## src/rtl/brlink_pkg.sv

```systemverilog
package brlink_pkg;

  localparam int unsigned OPC_W   = 5;
  localparam int unsigned IDX_W   = 5;
  localparam int unsigned COND_W  = 3;

  localparam logic [OPC_W-1:0] OPC_BRANCH = 5'd8;
  localparam logic [OPC_W-1:0] OPC_LINK   = 5'd9;

  typedef enum logic [COND_W-1:0] {
    CND_NEVER  = 3'd0,
    CND_ALWAYS = 3'd1,
    CND_ZERO   = 3'd2,
    CND_NONZ   = 3'd3,
    CND_POS    = 3'd4,
    CND_NEG    = 3'd5,
    CND_RSV6   = 3'd6,
    CND_RSV7   = 3'd7
  } cond_e;

  // Outcome of a condition code given the zero flag and sign bit of the tested value.
  function automatic logic cond_met(input cond_e code, input logic is_zero, input logic sign);
    case (code)
      CND_ALWAYS: cond_met = 1'b1;
      CND_ZERO:   cond_met = is_zero;
      CND_NONZ:   cond_met = !is_zero;
      CND_POS:    cond_met = !sign;
      CND_NEG:    cond_met = sign;
      default:    cond_met = 1'b0;
    endcase
  endfunction

  // Next program counter: target when taken, fall-through otherwise.
  function automatic logic [31:0] pick_pc(input logic hit, input logic [31:0] fall,
                                          input logic [31:0] tgt);
    pick_pc = hit ? tgt : fall;
  endfunction

endpackage

```

## src/rtl/brlink_decode.sv

```systemverilog
module brlink_decode
  import brlink_pkg::*;
#(
  parameter int unsigned IW      = 32,
  parameter int unsigned OPC_LSB = 27,
  parameter int unsigned RA_LSB  = 22
) (
  input  logic [IW-1:0]    instr_i,
  output logic             is_br_o,
  output logic             is_brl_o,
  output logic [IDX_W-1:0] ra_o,
  output cond_e            cond_o
);
  logic [OPC_W-1:0] opc;
  logic             unused_fields;

  assign opc           = instr_i[OPC_LSB +: OPC_W];
  assign ra_o          = instr_i[RA_LSB +: IDX_W];
  assign cond_o        = cond_e'(instr_i[COND_W-1:0]);
  assign is_br_o       = (opc == OPC_BRANCH);
  assign is_brl_o      = (opc == OPC_LINK);
  assign unused_fields = ^instr_i[RA_LSB-1:COND_W];
endmodule

```

## src/rtl/brlink_cond.sv

```systemverilog
module brlink_cond
  import brlink_pkg::*;
#(
  parameter int unsigned XLEN = 32
) (
  input  logic [XLEN-1:0] tst_i,
  input  cond_e           cond_i,
  output logic            hit_o
);
  logic is_zero;
  logic sign;

  assign is_zero = (tst_i == '0);
  assign sign    = tst_i[XLEN-1];
  assign hit_o   = cond_met(cond_i, is_zero, sign);
endmodule

```

## src/rtl/brlink_unit.sv

```systemverilog
module brlink_unit
  import brlink_pkg::*;
#(
  parameter int unsigned XLEN = 32
) (
  input  logic             clk,
  input  logic             rst_n,
  input  logic             exec_i,
  input  logic [XLEN-1:0]  instr_i,
  input  logic [XLEN-1:0]  pc_inc_i,
  input  logic [XLEN-1:0]  tgt_val_i,
  input  logic [XLEN-1:0]  tst_val_i,
  output logic [XLEN-1:0]  next_pc_o,
  output logic             taken_o,
  output logic             link_we_o,
  output logic [IDX_W-1:0] link_idx_o,
  output logic [XLEN-1:0]  link_val_o
);
  logic             is_br, is_brl;
  logic [IDX_W-1:0] ra;
  cond_e            cond;
  logic             cond_hit;
  logic             take_now;

  brlink_decode #(.IW(XLEN)) u_dec (
    .instr_i (instr_i),
    .is_br_o (is_br),
    .is_brl_o(is_brl),
    .ra_o    (ra),
    .cond_o  (cond)
  );

  brlink_cond #(.XLEN(XLEN)) u_cond (
    .tst_i (tst_val_i),
    .cond_i(cond),
    .hit_o (cond_hit)
  );

  assign take_now = (is_br || is_brl) && cond_hit;

  always_ff @(posedge clk or negedge rst_n) begin
    if (!rst_n) begin
      next_pc_o  <= '0;
      taken_o    <= 1'b0;
      link_we_o  <= 1'b0;
      link_idx_o <= '0;
      link_val_o <= '0;
    end else if (exec_i) begin
      next_pc_o  <= pick_pc(take_now, pc_inc_i, tgt_val_i);
      taken_o    <= take_now;
      link_we_o  <= is_brl;
      link_idx_o <= ra;
      link_val_o <= pc_inc_i;
    end else begin
      taken_o    <= 1'b0;
      link_we_o  <= 1'b0;
    end
  end
endmodule

```

## config.mk

```make
export PLATFORM = sky130hd
export DESIGN_NAME = brlink_unit
export DESIGN_NICKNAME = d
export VERILOG_FILES = /design/src/rtl/brlink_pkg.sv /design/src/rtl/brlink_decode.sv /design/src/rtl/brlink_cond.sv /design/src/rtl/brlink_unit.sv
export SDC_FILE = /design/constraint.sdc
export NUM_CORES = 1
export LEC_CHECK = 0
export ABC_AREA = 1
export BUFFER_PORTS_ARGS = -buffer_cell sky130_fd_sc_hd__buf_2
export CAP_MARGIN = 20
export CORE_MARGIN = 2
export CORE_UTILIZATION = 40
export DETAILED_ROUTE_END_ITERATION = 16
export HOLD_SLACK_MARGIN = 0.15
export PLACE_DENSITY = 0.77
export SLEW_MARGIN = 10
export SYNTH_ARGS = -nofsm -noshare
export SYNTH_HDL_FRONTEND = slang
export SYNTH_SLANG_ARGS = --single-unit
```

## constraint.sdc

```tcl
create_clock -name clk -period 0.8 [get_ports clk]
set_input_delay 0.04 -clock clk [delete_from_list [all_inputs] [get_ports clk]]
set_output_delay 0.04 -clock clk [all_outputs]
set_load 0.1 [all_outputs]
```

=== After elaboration in Yosys (flattened, before gate mapping) ===
Index checks and enable logic that the tools add are counted.

* Register bits: 71
* Input port bits: 131
* Output and inout port bits: 71
* Word-level logic and storage cells: 21

* Eq/ne operators: 7
* Multiplexer cells: 4
* Reductions and logical operators: 5

{| class="wikitable"
|+ Operators by type and width
! kind !! count
|-
| zero test 32 bit || 1
|-
| two-way mux 32 bit || 1
|-
| == test 5 x 4 -> 1 bit, second input constant || 2
|-
| == test 3 x 2 -> 1 bit, second input constant || 2
|-
| == test 3 bit, second input constant || 2
|-
| one-hot mux 1 bit (5 select lines) || 1
|-
| == test 3 x 1 -> 1 bit, second input constant || 1
|-
| zero test 1 bit || 2
|-
| two-way mux 1 bit || 2
|-
| logical AND 1 bit || 1
|-
| logical OR 1 bit || 1
|}

=== Longest topological paths before layout ===
* Depth after elaboration: 5
* Gate-level depth with buffers: 12
* Mapped depth without buffers: 11

=== Modules after synthesis ===
Synthesis repeated with hierarchy kept, for this count alone.

* Cells, all modules: 437
* Area total of the unflattened synthesis: 3369.5 sq um

{| class="wikitable"
|+ Modules (own cells, without submodules)
! module !! times used !! cells each !! area an instance (sq um)
|-
| brlink_unit || 1 || 377 || 3099.2
|-
| brlink_cond || 1 || 45 || 178.9
|-
| brlink_decode || 1 || 15 || 91.3
|}

=== Worst setup path before layout ===
No wires, ideal clock.

* Path type: input to register
* Start: input tst_val_i[23]
* End: register next_pc_o[27]
* Setup time: 0.120 ns
* Data arrival time: 1.085 ns
* Required time: 0.680 ns
* Setup slack: -0.405 ns
* Cell stages on the path: 11
* Buffers on the path: 1
* Cells stage by stage: nor2_1 nand2_1 nor2_1 nand2_1 o21ai_2 nand4_4 nand2_4 buf_12 nand2_4 nand3_2 nand2_1

* Cells in the longest elaborated chain, start to end: 5

{| class="wikitable"
|+ Ends and longest elaborated chain
! element !! RTL line !! RTL
|-
| start: declaration || brlink_unit.sv:12 || <nowiki>input logic [XLEN-1:0] tst_val_i,</nowiki>
|-
| zero test 32 bit * || brlink_cond.sv:13 || <nowiki>assign is_zero = (tst_i == '0);</nowiki>
|-
| zero test 1 bit || brlink_pkg.sv:26 || <nowiki>CND_NONZ: cond_met = !is_zero;</nowiki>
|-
| one-hot mux 1 bit (5 select lines) * || brlink_pkg.sv:23 || <nowiki>case (code)</nowiki>
|-
| logical AND 1 bit * || brlink_unit.sv:39 || <nowiki>assign take_now = (is_br || is_brl) && cond_hit;</nowiki>
|-
| two-way mux 32 bit * || brlink_pkg.sv:36 || <nowiki>pick_pc = hit ? tgt : fall;</nowiki>
|-
| end signal: assignment || brlink_unit.sv:49 || <nowiki>next_pc_o <= pick_pc(take_now, pc_inc_i, tgt_val_i);</nowiki>
|-
| end: declaration || brlink_unit.sv:13 || <nowiki>output logic [XLEN-1:0] next_pc_o,</nowiki>
|}

Every way passes the cells marked *; elsewhere a longest branch is shown, timed or not.
A chain may end at the register's enable or synchronous reset.

=== Worst setup path after layout ===
* Start: input tst_val_i[7]
* End: register next_pc_o[17]

Same word-level chain as after synthesis.

==> impl_metrics.csv <==
group,metric,value,unit
yosys,synth_top_area_share,51.23,%
power_and_ir_drop,p_seq_share,31.6,%
detailed_routing,wl_met3,1.955,mm
timing,fin_crit,1413,ps
yosys,yosysWarnings,0,
placement,io_buffers,182,
power_and_ir_drop,p_sw_share,40.55,%
cts,clock_path_buffers,2,
yosys,synth_most_common_cell,"nand2_1",
detailed_routing,wire_per_inst,23.53,um
die,die_area,0.009431,mm^2
detailed_routing,drt_first_iter_violations,378,
cts,hold_buffers,71,
run_status,status,"complete, but fails checks",
setup_path,r2r_slack,-230,ps
power_and_ir_drop,p_comb_share,42.1,%
yosys,ys_top_cells_by_count,"nand2_1 (193), dfrtp_1 (71), inv_1 (37)",
setup_path,regToRegStartpoint,"link_val_o[20]$_DFFE_PN0P_",
power_and_ir_drop,leakage,3.564,nW
timing,drv_slew,0,
cts,clock_sink_count,71,
die,num_rows,33,
timing,fmax,707.5,MHz
cells_and_area,syn2layout_area_growth,114.5,%
cells_and_area,drive_above_1_share,54.53,%
yosys,ys_seq_area_share,51.23,%
yosys,synth.largest_area_cell,"dfrtp_1",
yosys,synth-async-reset-ratio,100.0,%
die,ios,202,
cts,cts_tree,"yes",
grt,grt_first_pass_wirelength,23.44,mm
detailed_routing,wl_met1,6.012,mm
cells_and_area,utilization,89.66,%
placement,globalplace.congestion,0.8074,
timing,rsz0062_at_grt,"true",
yosys,synthesis.area,0.003468,mm^2
cts,cts.clk_slew.worst_paths,90,ps
detailed_routing,postRouteWirelength,19.10,mm
grt,antenna_found_initial,1,
detailed_routing,antenna_left,0,
timing,layout_setup_ws,-613.5,ps
die,die_w,97.12,um
setup_path,cp-start-kind,"input pin",
timing,tightestPinTransition,294.3,ps
detailed_routing,avgViaCountPerCell,5.683,
setup_path,path_max_fanout,9,
detailed_routing,via_count,4615,
cts,insertion_delay,360,ps
setup_path,endpoint_kind,"flip-flop",
setup_path,worstPathArrival,1640,ps
yosys,synth.area.top_cells,"dfrtp_1 (51%), nand2_1 (21%), inv_1 (4.0%)",
timing,fin_worst_skew,0,ps
timing,relSlewSlack,80.36,%
setup_path,r2r_end,"link_val_o[20]$_DFFE_PN0P_",
die,core_area,0.008299,mm^2
yosys,ys.flop_type,"dfrtp_1",
cells_and_area,nets,832,
power_and_ir_drop,switching_power,5.766,mW
detailed_routing,drc,0,
yosys,ys_types,21,
yosys,ys_seq_elements,71,
power_and_ir_drop,p_per_area,1911,mW/mm^2
job,cap_violations,0,
timing,hold_ws,93.06,ps
timing,final.setup.tns,-32690,ps
cts,root_buffer,"clkbuf_8",
setup_path,r2r_cells,4,
timing,hold_viol_final,0,
power_and_ir_drop,peakVddDrop,1.550,mV
worst_hold_path,min_path_type,"input pin to async pin",
timing,finalCritPeriodShare,176.7,%
die,die_h,97.12,um
cts,cts_buffers,9,
grt,gr-total-overflow,0,
yosys,synth_edf_count,0,
grt,grt_pass1_vias,4589,
setup_path,cp.required,1030,ps
detailed_routing,top_layer,"met4",
timing,setup_viol,116,
cts,cts_max_level,3,
detailed_routing,wl_met2,9.327,mm
run_status,failed_checks,"negative setup slack",
yosys,syn_nets,559,
power_and_ir_drop,clkPwrFrac,26.4,%
die,start_util,41.79,%
setup_path,crit_end,"next_pc_o[17]$_DFFE_PN0P_",
setup_path,crit_start,"tst_val_i[7]",
grt,grt_usage,31.76,%
yosys,avgSynthCellArea,8.104,um^2
detailed_routing,firstDrtPassIters,4,
grt,grt_max_degree,47,
setup_path,worstSetupPathType,"input pin to flip-flop",
yosys,syn_inst,428,
power_and_ir_drop,p_int,8.453,mW
placement,hpwlAfterDp,8.325,mm
==> final cells by class <==
type | count | area (um^2)
tap | 105 | 131.4
sequential | 71 | 1958
fill | 305 | 858.3
clock buffer | 11 | 141.4
multi-input combinational | 300 | 1783
antenna | 1 | 2.502
timing repair buffer | 282 | 3182
inverter | 37 | 138.9
clock inverter | 5 | 103.9
==> sequential cells by signal, indices dropped and copies added, names as in the netlist <==
register / flops
link_we_o: 1
link_val_o: 32
next_pc_o: 32
link_idx_o: 5
taken_o: 1
==> routing by layer <==
layer	vias up	GRT usage (%)
met5	-	0
met4	0	19.39
met3	162	6.403
met2	438	56.84
met1	2152	34.31
li1	1863	-
==> power groups by stage <==
stage	registers [mW]	logic [mW]	clock network [mW]
floorplan	6.70	0.626	0
global placement	4.48	5.02	0
detailed placement	4.50	5.09	0
CTS	4.43	5.48	3.60
global route	4.50	6.13	3.86
finish	4.49	5.98	3.75
==> how the worst min path moves through the flow <==
| stage | endpoint | depth (start not counted) | from | slack, ps |
|---|---|---|---|---|
| floorplan | link_we_o$_DFF_PN0_ | 0 | rst_n | -260 |
| global placement | link_val_o[17]$_DFFE_PN0P_ | 1 | rst_n | -90 |
| detailed placement | link_val_o[17]$_DFFE_PN0P_ | 1 | rst_n | -90 |
| CTS | link_val_o[17]$_DFFE_PN0P_ | 2 | rst_n | 70 |
| global route | next_pc_o[18]$_DFFE_PN0P_ | 2 | rst_n | 100 |
| finish | link_val_o[19]$_DFFE_PN0P_ | 2 | rst_n | 90 |
==> critical path, stage by stage <==
cell	delay (ps)
buf_2	120
nor2_2	110
nand2_1	80
nor2_2	120
nand2_2	110
nor2_4	140
nand2_2	70
nand4_4	160
buf_12	160
buf_12	150
nand3_1	80
nand3_1	170
nand2_1	120
==> per-stage QoR <==
| stage | cells | power [mW] | worst slack [ps] | cell area (um^2) |
|---|---|---|---|---|
| floorplan | 428 | 7.325 | -394.1 | 3680 |
| detailed placement | 712 | 9.587 | -719.4 | 5921 |
| CTS | 809 | 13.51 | -314.5 | 7088 |
| global placement | 712 | 9.502 | -630.5 | 5921 |
| global route | 812 | 14.49 | -651.2 | 7441 |
| finish | 812 | 14.22 | -613.5 | 7441 |
==> cell families (layout without fill, tap and decap cells) <==
kind of cell | count (synthesis) | after routing | synth area share [%]
AOI/OAI and AO/OA | 17 | 17 | 2.561
xor gates and xnor gates | 1 | 1 | 0.2526
buffers and inverters | 58 | 335 | 7.251
DFF | 71 | 71 | 51.23
other | 0 | 1 | 0
and+or+nand+nor | 281 | 282 | 38.71
==> repair_timing <==
item	in CTS	in global routing
buffers inserted	9	4
resized for setup	27	78
endpoints found under the hold margin	141	11
pin swaps	19	55
gates cloned	2	2
setup endpoints to repair	104	111
==> cell usage in the layout, fill, tap and decap left out <==
cell	count
nand2_1	177
buf_2	92
buf_12	79
dlygate4sd3_1	71
dfrtp_4	37
inv_1	35
dfrtp_2	34
buf_6	25
nand3_2	24
nand3b_1	16
nand2_2	14
nor2_4	13
nand2_4	13
buf_4	13
o21ai_1	12
clkbuf_8	10
nand3_4	8
nor2_2	7
o21ai_2	5
nand3_1	3
bufinv_16	3
nor2_1	2
nor3_1	2
inv_2	2
clkbuf_16	2
diode_2	1
nor4_4	1
and3_1	1
xnor2_1	1
nand4_4	1
inv_6	1
clkinv_2	1
clkbuf_1	1
Note: power is estimated with default switching activity, not from simulation.
